`config.mk`:
```
export PLATFORM = sky130hd
export DESIGN_NAME = pg_guard
export DESIGN_NICKNAME = d
export VERILOG_FILES = /design/src/rtl/pg_guard_pkg.sv /design/src/rtl/pg_guard_store.sv /design/src/rtl/pg_guard_policy.sv /design/src/rtl/pg_guard.sv
export SDC_FILE = /design/constraint.sdc
export NUM_CORES = 1
export LEC_CHECK = 0
export ABC_AREA = 1
export BUFFER_PORTS_ARGS = -buffer_cell sky130_fd_sc_hd__buf_2
export CAP_MARGIN = 20
export CORE_ASPECT_RATIO = 0.5
export CORE_MARGIN = 10
export CORE_UTILIZATION = 30
export CTS_CLUSTER_DIAMETER = 40
export DETAILED_ROUTE_END_ITERATION = 8
export RECOVER_POWER = 100
export SYNTH_ARGS = -nofsm -noshare
export SYNTH_HDL_FRONTEND = slang
export SYNTH_SLANG_ARGS = --single-unit
```
`constraint.sdc`:
```
create_clock -name clk -period 6 [get_ports clk]
set_input_delay 0.3 -clock clk [delete_from_list [all_inputs] [get_ports clk]]
set_output_delay 0.3 -clock clk [all_outputs]
set_load 0.02 [all_outputs]
```
`src/rtl/pg_guard_pkg.sv`:
```
package pg_guard_pkg;

    typedef enum logic [2:0] {
        OP_READ    = 3'd0,
        OP_WRITE   = 3'd1,
        OP_LOCK    = 3'd2,
        OP_CONFIG  = 3'd3,
        OP_SETPW   = 3'd4,
        OP_CHECKPW = 3'd5,
        OP_HALT    = 3'd6,
        OP_RSVD    = 3'd7
    } guard_op_e;

    typedef enum logic [1:0] {
        ST_IDLE = 2'd0,
        ST_EVAL = 2'd1,
        ST_HALT = 2'd2
    } guard_state_e;

    localparam logic [7:0] FILL_BYTE     = 8'hAA;
    localparam int         CFG_LOCK_BIT  = 8;
    localparam int         PW_LOCK_BIT   = 9;
    localparam int         PW_ON_BIT     = 10;

endpackage

```
`src/rtl/pg_guard_store.sv`:
```
module pg_guard_store #(
    parameter int                N_PAGES  = 10,
    parameter int                PAGE_W   = 32,
    parameter int                ADDR_W   = 4,
    parameter int                CFG_IDX  = 8,
    parameter int                PW_IDX   = 9,
    parameter logic [PAGE_W-1:0] CFG_INIT = '0,
    parameter logic [PAGE_W-1:0] PW_INIT  = '0
) (
    input  logic              clk,
    input  logic              rst_n,
    input  logic              wr_en,
    input  logic [ADDR_W-1:0] wr_page,
    input  logic [PAGE_W-1:0] wr_data,
    input  logic [ADDR_W-1:0] rd_page,
    output logic [PAGE_W-1:0] rd_data,
    output logic [PAGE_W-1:0] cfg_word,
    output logic [PAGE_W-1:0] pw_word
);

    logic [N_PAGES-1:0][PAGE_W-1:0] pages;

    always_ff @(posedge clk or negedge rst_n) begin
        if (!rst_n) begin
            for (int i = 0; i < N_PAGES; i++) begin
                if (i == CFG_IDX)     pages[i] <= CFG_INIT;
                else if (i == PW_IDX) pages[i] <= PW_INIT;
                else                  pages[i] <= '0;
            end
        end else if (wr_en) begin
            for (int i = 0; i < N_PAGES; i++) begin
                if (wr_page == ADDR_W'(i)) pages[i] <= wr_data;
            end
        end
    end

    always_comb begin
        rd_data = '0;
        for (int i = 0; i < N_PAGES; i++) begin
            if (rd_page == ADDR_W'(i)) rd_data = pages[i];
        end
    end

    assign cfg_word = pages[CFG_IDX];
    assign pw_word  = pages[PW_IDX];

endmodule

```
`src/rtl/pg_guard_policy.sv`:
```
module pg_guard_policy
    import pg_guard_pkg::*;
#(
    parameter int N_USER = 8,
    parameter int PAGE_W = 32,
    parameter int ADDR_W = 4
) (
    input  guard_op_e         op,
    input  logic [ADDR_W-1:0] page,
    input  logic [PAGE_W-1:0] data,
    input  logic [PAGE_W-1:0] cfg_word,
    input  logic [PAGE_W-1:0] pw_word,
    input  logic [PAGE_W-1:0] page_word,
    input  logic              latch,
    input  logic              wrote,
    output logic              allow,
    output logic              wr_en,
    output logic [ADDR_W-1:0] wr_page,
    output logic [PAGE_W-1:0] wr_data,
    output logic              echo,
    output logic [ADDR_W-1:0] echo_page,
    output logic [PAGE_W-1:0] echo_word,
    output logic              set_latch,
    output logic              set_wrote,
    output logic              halt
);

    localparam int                      CFG_IDX = N_USER;
    localparam int                      PW_IDX  = N_USER + 1;
    localparam int                      N_FILL  = (PAGE_W / 8) - 1;
    localparam logic [PAGE_W-9:0]       FILL_HI = {N_FILL{FILL_BYTE}};

    logic [N_USER-1:0] lock_byte;
    logic              cfg_lock, pw_lock, pw_on, gate_ok, user_pg, page_locked;
    logic [PAGE_W-1:0] new_cfg;

    assign lock_byte = cfg_word[N_USER-1:0];
    assign cfg_lock  = cfg_word[CFG_LOCK_BIT];
    assign pw_lock   = cfg_word[PW_LOCK_BIT];
    assign pw_on     = cfg_word[PW_ON_BIT];
    assign gate_ok   = !pw_on || latch;
    assign user_pg   = page < ADDR_W'(N_USER);

    always_comb begin
        page_locked = 1'b0;
        for (int i = 0; i < N_USER; i++) begin
            if (page == ADDR_W'(i)) page_locked = lock_byte[i];
        end
    end

    always_comb begin
        allow     = 1'b0;
        wr_en     = 1'b0;
        wr_page   = page;
        wr_data   = data;
        echo      = 1'b0;
        echo_page = page;
        echo_word = page_word;
        set_latch = 1'b0;
        set_wrote = 1'b0;
        halt      = 1'b0;
        new_cfg   = cfg_word;
        unique case (op)
            OP_READ: begin
                allow = gate_ok && (page < ADDR_W'(PW_IDX));
                echo  = allow;
            end
            OP_WRITE: begin
                allow     = gate_ok && user_pg && !page_locked;
                wr_en     = allow;
                echo      = allow;
                echo_word = data;
                set_wrote = allow;
            end
            OP_LOCK: begin
                new_cfg   = cfg_word;
                new_cfg[N_USER-1:0] = lock_byte | data[N_USER-1:0];
                allow     = gate_ok && wrote && (data[PAGE_W-1:8] == FILL_HI);
                wr_en     = allow;
                wr_page   = ADDR_W'(CFG_IDX);
                wr_data   = new_cfg;
                echo      = allow;
                echo_page = ADDR_W'(CFG_IDX);
                echo_word = new_cfg;
            end
            OP_CONFIG: begin
                new_cfg   = {data[PAGE_W-1:8], cfg_word[7:0]};
                allow     = gate_ok && !cfg_lock && (data[7:0] == FILL_BYTE);
                wr_en     = allow;
                wr_page   = ADDR_W'(CFG_IDX);
                wr_data   = new_cfg;
                echo      = allow;
                echo_page = ADDR_W'(CFG_IDX);
                echo_word = new_cfg;
            end
            OP_SETPW: begin
                allow   = gate_ok && !pw_lock;
                wr_en   = allow;
                wr_page = ADDR_W'(PW_IDX);
            end
            OP_CHECKPW: begin
                allow     = (data == pw_word);
                set_latch = allow;
            end
            OP_HALT: begin
                allow = 1'b1;
                halt  = 1'b1;
            end
            default: begin
                allow = 1'b0;
            end
        endcase
    end

endmodule

```
`src/rtl/pg_guard.sv`:
```
module pg_guard
    import pg_guard_pkg::*;
#(
    parameter int          N_USER   = 8,
    parameter int          PAGE_W   = 32,
    parameter logic [31:0] CFG_INIT = 32'h0000_0000,
    parameter logic [31:0] PW_INIT  = 32'h1234_5678
) (
    input  logic        clk,
    input  logic        rst_n,
    input  logic        req_valid,
    input  logic [2:0]  req_op,
    input  logic [3:0]  req_page,
    input  logic [31:0] req_data,
    output logic        req_ready,
    output logic        rsp_ok,
    output logic        rsp_abort,
    output logic        rsp_echo,
    output logic [3:0]  rsp_page,
    output logic [31:0] rsp_data
);

    localparam int N_PAGES = N_USER + 2;
    localparam int CFG_IDX = N_USER;
    localparam int PW_IDX  = N_USER + 1;
    localparam int ADDR_W  = 4;

    guard_state_e      state, state_nx;
    logic [2:0]        op_q;
    logic [ADDR_W-1:0] page_q;
    logic [PAGE_W-1:0] data_q;
    logic              latch, wrote;

    logic [PAGE_W-1:0] cfg_word, pw_word, page_word;
    logic              p_allow, p_wr_en, p_echo, p_set_latch, p_set_wrote, p_halt;
    logic [ADDR_W-1:0] p_wr_page, p_echo_page;
    logic [PAGE_W-1:0] p_wr_data, p_echo_word;
    logic              eval, st_wr_en;

    assign eval      = (state == ST_EVAL);
    assign st_wr_en  = eval && p_wr_en;
    assign req_ready = (state == ST_IDLE);

    pg_guard_policy #(.N_USER(N_USER), .PAGE_W(PAGE_W), .ADDR_W(ADDR_W)) u_policy (
        .op        (guard_op_e'(op_q)),
        .page      (page_q),
        .data      (data_q),
        .cfg_word  (cfg_word),
        .pw_word   (pw_word),
        .page_word (page_word),
        .latch     (latch),
        .wrote     (wrote),
        .allow     (p_allow),
        .wr_en     (p_wr_en),
        .wr_page   (p_wr_page),
        .wr_data   (p_wr_data),
        .echo      (p_echo),
        .echo_page (p_echo_page),
        .echo_word (p_echo_word),
        .set_latch (p_set_latch),
        .set_wrote (p_set_wrote),
        .halt      (p_halt)
    );

    pg_guard_store #(
        .N_PAGES(N_PAGES), .PAGE_W(PAGE_W), .ADDR_W(ADDR_W),
        .CFG_IDX(CFG_IDX), .PW_IDX(PW_IDX),
        .CFG_INIT(CFG_INIT), .PW_INIT(PW_INIT)
    ) u_store (
        .clk      (clk),
        .rst_n    (rst_n),
        .wr_en    (st_wr_en),
        .wr_page  (p_wr_page),
        .wr_data  (p_wr_data),
        .rd_page  (page_q),
        .rd_data  (page_word),
        .cfg_word (cfg_word),
        .pw_word  (pw_word)
    );

    // state register
    always_ff @(posedge clk or negedge rst_n) begin
        if (!rst_n) state <= ST_IDLE;
        else        state <= state_nx;
    end

    always_comb begin
        state_nx = state;
        unique case (state)
            ST_IDLE: if (req_valid) state_nx = ST_EVAL;
            ST_EVAL: state_nx = (p_allow && p_halt) ? ST_HALT : ST_IDLE;
            ST_HALT: state_nx = ST_HALT;
            default: state_nx = ST_IDLE;
        endcase
    end

    // request capture and session flags
    always_ff @(posedge clk or negedge rst_n) begin
        if (!rst_n) begin
            op_q   <= '0;
            page_q <= '0;
            data_q <= '0;
            latch  <= 1'b0;
            wrote  <= 1'b0;
        end else begin
            if (state == ST_IDLE && req_valid) begin
                op_q   <= req_op;
                page_q <= req_page;
                data_q <= req_data;
            end
            if (eval && p_set_latch) latch <= 1'b1;
            if (eval && p_set_wrote) wrote <= 1'b1;
        end
    end

    // outputs
    always_ff @(posedge clk or negedge rst_n) begin
        if (!rst_n) begin
            rsp_ok    <= 1'b0;
            rsp_abort <= 1'b0;
            rsp_echo  <= 1'b0;
            rsp_page  <= '0;
            rsp_data  <= '0;
        end else begin
            rsp_ok    <= eval && p_allow;
            rsp_abort <= eval && !p_allow;
            rsp_echo  <= eval && p_echo;
            rsp_page  <= (eval && p_echo) ? p_echo_page : '0;
            rsp_data  <= (eval && p_echo) ? p_echo_word : '0;
        end
    end

    a_r1_single_pulse: assert property (@(posedge clk) disable iff (!rst_n)
        (rsp_ok || rsp_abort) |=> !(rsp_ok || rsp_abort));

    a_r11_exclusive: assert property (@(posedge clk) disable iff (!rst_n)
        !(rsp_ok && rsp_abort));

    a_r4_lock_sticky: assert property (@(posedge clk) disable iff (!rst_n)
        st_wr_en |=> (($past(cfg_word[N_USER-1:0]) & ~cfg_word[N_USER-1:0]) == '0));

    a_r6_cfg_frozen: assert property (@(posedge clk) disable iff (!rst_n)
        cfg_word[CFG_LOCK_BIT] |=> (cfg_word[PAGE_W-1:8] == $past(cfg_word[PAGE_W-1:8])));

    a_r10_no_pw_echo: assert property (@(posedge clk) disable iff (!rst_n)
        rsp_echo |-> (rsp_page != ADDR_W'(PW_IDX)));

    a_r8_latch_hold: assert property (@(posedge clk) disable iff (!rst_n)
        latch |=> latch);

    a_r12_silent: assert property (@(posedge clk) disable iff (!rst_n)
        (state == ST_HALT && $past(state) == ST_HALT) |-> !(rsp_ok || rsp_abort));

    a_r11_abort_no_write: assert property (@(posedge clk) disable iff (!rst_n)
        (eval && !p_allow) |=> ($stable(cfg_word) && $stable(pw_word)));

endmodule

```
==> results by stage <==
Outcome:
- The run finished, with violations left.
- The checks that failed: capacitance limit, slew limit.

Global routing:
- Summed over all layers, the global routing overflow is 0.
- The number of global-route vias before repair is about 18000.
- In the global route stage, overall resource usage came out at 0.174.
- The maximum number of pins on one net before global-route repair is 162.
- The global-route wire length before repair is around 110000 µm.
- The initial antenna violation count is 0.

Drt:
- After detailed routing, the number of vias per cell comes to approximately 5.3.
- Once detail routing completed, the nets flagged for antenna violations numbered 0.
- The first detailed-routing pass took 8 iterations.
- The detailed-route wire length is 72000 µm.
- The detail-routed net length per standard cell is a little under 20 µm.
- The DRC violation count after routing is 0.
- The number of vias in the routed layout is 19600.
- The first routing iteration left between 2000 and 3000 violations.

Final layout:
- The fraction of layout cells with a size suffix above 1 is 0.105.
- In the final design database the tool counted 2758 nets.
- From synthesis to final layout, the design area changed by 17.8%.
- The final standard cell utilization of the core is 0.358.
- The finished cells cover between 20000 and 25000 µm².

Power and ir drop:
- Across the VDD grid, the largest voltage drop is approximately 0.33 mV.
- In this run the static leakage power is about 0.012 µW.
- In this run the power density over the cells is 573 nW/µm².

Timing:
- Of the available clock period, the critical path in the final layout requires 0.841.
- Setup violations remaining at the end of the flow were counted as 0.
- The measured slew at the worst slew-check pin is around 3.4 ns.
- After routing, the total negative slack on setup checks comes to 0 ns.
- The final period demand of the worst path is between 5 and 6 ns.
- The final number of max-transition violations is between 400 and 500.
- The worst clock skew is about 0.033 ns.
- Setup repair after global routing left no endpoint under its margin.
- Derived from the worst setup path, the maximum achievable clock frequency is approximately 200 MHz.
- The normalized max-slew margin is -1.30.
- The final hold violation count was 0.

Critical path:
- The type of element capturing the critical path is a flip-flop.
- The worst register-to-register path has a depth of 5.
- Among all stages on the critical path, the largest delay is contributed by sky130_fd_sc_hd__clkbuf_1.
- Data on the critical path arrives at its endpoint at roughly 5.6 ns.
- On the critical path the largest part of the delay comes from buffers and inverters.
- The critical-path maximum fanout is 67.
- The beginning of the worst register-to-register path is state[1]$_DFFE_PN0P_.
- The worst setup path category is reg2reg.
- The startpoint kind of the worst setup timing path is a flip-flop.
- The critical path goes through nor2_4 -> clkbuf_1 -> nand2_1 -> clkbuf_1 -> nor2_1.
- At the worst endpoint, the required time is approximately 6.5 ns.
- The endpoint of the worst register-to-register path is rsp_data[11]$_DFF_PN0_.
- Counting both buffers and inverters, the worst setup path holds a total of 2.
- The worst stage delay on the critical path is 2.47 ns.
- The setup check on the worst reg-to-reg path leaves a slack of between 0.9 and 1 ns.
- The most numerous cell type found on the critical path is sky130_fd_sc_hd__clkbuf_1.

Die:
- The total number of placement rows is 67.
- The overall die width is 389 µm.
- The full die area is a little under 80000 µm².
- The core region is about 67000 µm².
- The floorplan step set the die height to just over 200 µm.
- The I/O pin count is 82.
- The starting density of the core is 0.304.

Logic synthesis:
- The cell area that synthesis handed to floorplanning was 20400 µm².
- The synthesized area divided by synthesized cell count is around 7.7 µm².
- The number of nets in the synthesized netlist is approximately 2700.
- Counting flops and latches in the post-synthesis netlist gives around 400.
- The number of warnings reported in the yosys synthesis log is 0.
- The count of unique library cells instantiated by Yosys is 35.
- The sequential cell area fraction in the yosys report is 0.494.
- The synthesized netlist cell count is roughly 2700.

Min path:
- In this run the most critical hold path is launched from req_data[3].
- The worst hold path belongs to the class in2reg.
- The path with the worst hold slack has its endpoint at data_q[3]$_DFFE_PN0P_.
- The worst hold path was traced through 4 stages.

Clock tree:
- The clock-pin slew on the worst setup and hold paths is ~0.060 ns.
- The maximum buffer depth of the clock tree is 3.
- Once the clock tree was built, the resizer swapped 0 gates to a different size.
- The H-tree was split into 2 levels.
- TritonCTS built the clock tree.
- The total clock buffers created by CTS is 56.
- The clock insertion delay at the later pin of the skew report is 0.64 ns.
- Post-CTS timing repair inserted 0 buffers for setup.
- Clock tree synthesis found a total of ~400 sinks.
- The number of hold buffers added after CTS was 40.
- The clock root buffer is sky130_fd_sc_hd__clkbuf_16.

Placed design:
- The HPWL after detailed placement is between 40000 and 50000 µm.
- The port buffer count is 81.
- The placement-stage cell area is 21700 µm².
- The congestion estimate from routability-driven global placement came to around 0.89.

Run:
- The number of max-cap violations is 6.
-- cell usage in the layout (no fill, tap or decap), types with 4 or more instances in the layout --
| cell type | instances |
|---|---|
| sky130_fd_sc_hd__o211ai_1 | 32 |
| sky130_fd_sc_hd__a22oi_1 | 32 |
| sky130_fd_sc_hd__buf_2 | 40 |
| sky130_fd_sc_hd__dfrtp_1 | 389 |
| sky130_fd_sc_hd__dfstp_2 | 13 |
| sky130_fd_sc_hd__xor2_1 | 22 |
| sky130_fd_sc_hd__nor2_2 | 19 |
| sky130_fd_sc_hd__inv_6 | 7 |
| sky130_fd_sc_hd__nand3b_1 | 4 |
| sky130_fd_sc_hd__nand3_1 | 80 |
| sky130_fd_sc_hd__clkbuf_1 | 45 |
| sky130_fd_sc_hd__buf_4 | 58 |
| sky130_fd_sc_hd__inv_2 | 5 |
| sky130_fd_sc_hd__o21ai_0 | 48 |
| sky130_fd_sc_hd__nand2_2 | 4 |
| sky130_fd_sc_hd__a21oi_1 | 6 |
| sky130_fd_sc_hd__or2_2 | 32 |
| sky130_fd_sc_hd__bufinv_16 | 7 |
| sky130_fd_sc_hd__nand4_1 | 392 |
| sky130_fd_sc_hd__xnor2_1 | 5 |
| sky130_fd_sc_hd__o21ai_1 | 32 |
| sky130_fd_sc_hd__nor2_1 | 123 |
| sky130_fd_sc_hd__clkinv_2 | 8 |
| sky130_fd_sc_hd__nor3_1 | 4 |
| sky130_fd_sc_hd__dlygate4sd3_1 | 40 |
| sky130_fd_sc_hd__clkbuf_2 | 6 |
| sky130_fd_sc_hd__clkbuf_16 | 56 |
| sky130_fd_sc_hd__clkinv_4 | 5 |
| sky130_fd_sc_hd__clkinvlp_4 | 10 |
| sky130_fd_sc_hd__inv_1 | 148 |
| sky130_fd_sc_hd__nand2_1 | 1060 |
-- worst reg2reg max path, stage by stage (launching register included) --
cell and delay (ns):
sky130_fd_sc_hd__dfrtp_1 0.43, sky130_fd_sc_hd__nor2_4 0.65, sky130_fd_sc_hd__clkbuf_1 2.49, sky130_fd_sc_hd__nand2_1 0.18
sky130_fd_sc_hd__clkbuf_1 0.80, sky130_fd_sc_hd__nor2_1 0.39
-- worst max-delay path by stage --
| stage | start | end | cells after the start |
|---|---|---|---|
| 2_1_floorplan | op_q[2]$_DFFE_PN0P_ | u_store.pages[33]$_DFFE_PN0P_ | 10 |
| 3_3_place_gp | page_q[1]$_DFFE_PN0P_ | u_store.pages[192]$_DFFE_PN0P_ | 12 |
| 3_5_place_dp | page_q[1]$_DFFE_PN0P_ | u_store.pages[222]$_DFFE_PN0P_ | 13 |
| 4_1_cts | page_q[1]$_DFFE_PN0P_ | u_store.pages[194]$_DFFE_PN0P_ | 13 |
| 5_1_grt | state[1]$_DFFE_PN0P_ | rsp_data[17]$_DFF_PN0_ | 5 |
| 6_report | state[1]$_DFFE_PN0P_ | rsp_data[11]$_DFF_PN0_ | 5 |
-- stage by stage --
stage | hold slack [ns] | power (µW) | setup slack [ns] | instances
floorplan | 0.00441 | 7760 | 4.12 | 2665
global placement | 0.439 | 9880 | 1.82 | 3493
detailed placement | 0.433 | 10000 | 2.01 | 3506
CTS | 0.360 | 13600 | 2.02 | 3649
global route | 0.438 | 14500 | 0.842 | 3658
finish | 0.418 | 13800 | 0.957 | 3659
-- power by group --
group	leakage, µW	internal, µW	switching, µW
sequential	0.00542	3630	676
combinational	0.00565	1400	4550
clock	0.000938	2090	1430
-- layout make-up --
cell class,count,area (µm²)
Multi-Input combinational cell,1909,8970
Sequential cell,402,10100
Tap cell,897,1120
Timing Repair Buffer,192,1330
Clock inverter,42,519
Clock buffer,61,1450
Inverter,155,582
Fill cell,6900,43100
Antenna cell,1,2.50
-- Yosys cell counts (all sizes together) --
cell type / number / area share
nand3: 83 / 0.021
o221ai: 2 / 0.00086
o21bai: 1 / 0.00037
a22oi: 32 / 0.012
nor4: 1 / 0.00031
xnor2: 5 / 0.0021
and2: 2 / 0.00061
nand4: 392 / 0.12
buf: 71 / 0.017
o211ai: 32 / 0.012
nor2: 143 / 0.027
nand2: 1064 / 0.20
o22ai: 2 / 0.00061
clkinv: 1 / 0.00018
xor2: 22 / 0.0094
a21oi: 7 / 0.0023
nand3b: 4 / 0.0015
inv: 154 / 0.028
o21ai: 80 / 0.020
dfrtp: 389 / 0.48
or2: 32 / 0.0098
nor3: 5 / 0.0015
clkbuf: 128 / 0.024
dfstp: 13 / 0.017
-- flip-flops by register name, indices dropped and copies added (netlist names) --
| signal | flops |
|---|---|
| rsp_ok | 1 |
| rsp_data | 32 |
| data_q | 32 |
| u_store.cfg_word | 32 |
| u_store.pw_word | 32 |
| latch | 1 |
| op_q | 3 |
| state | 2 |
| rsp_echo | 1 |
| rsp_abort | 1 |
| rsp_page | 4 |
| u_store.pages | 256 |
| wrote | 1 |
| page_q | 4 |
-- kinds of logic (layout without fill, tap and decap cells) --
family          Yosys count  count (layout)  share of synthesized area
compound gates          156             156                     0.0473
xor+xnor                 27              27                     0.0116
buf+inv                 354             450                     0.0694
flops                   402             402                      0.494
other cells               0               1                          0
simple gates           1726            1726                      0.378
-- per-layer routing --
metal  vias to the layer above  share of wire  GRT usage
met2                       835           0.43      0.253
li1                       8962              -          -
met3                       106          0.090     0.0354
met4                         0          0.022     0.0505
met1                      9654           0.46      0.257
met5                         -              0          0
(Power assumes the default switching activity.)
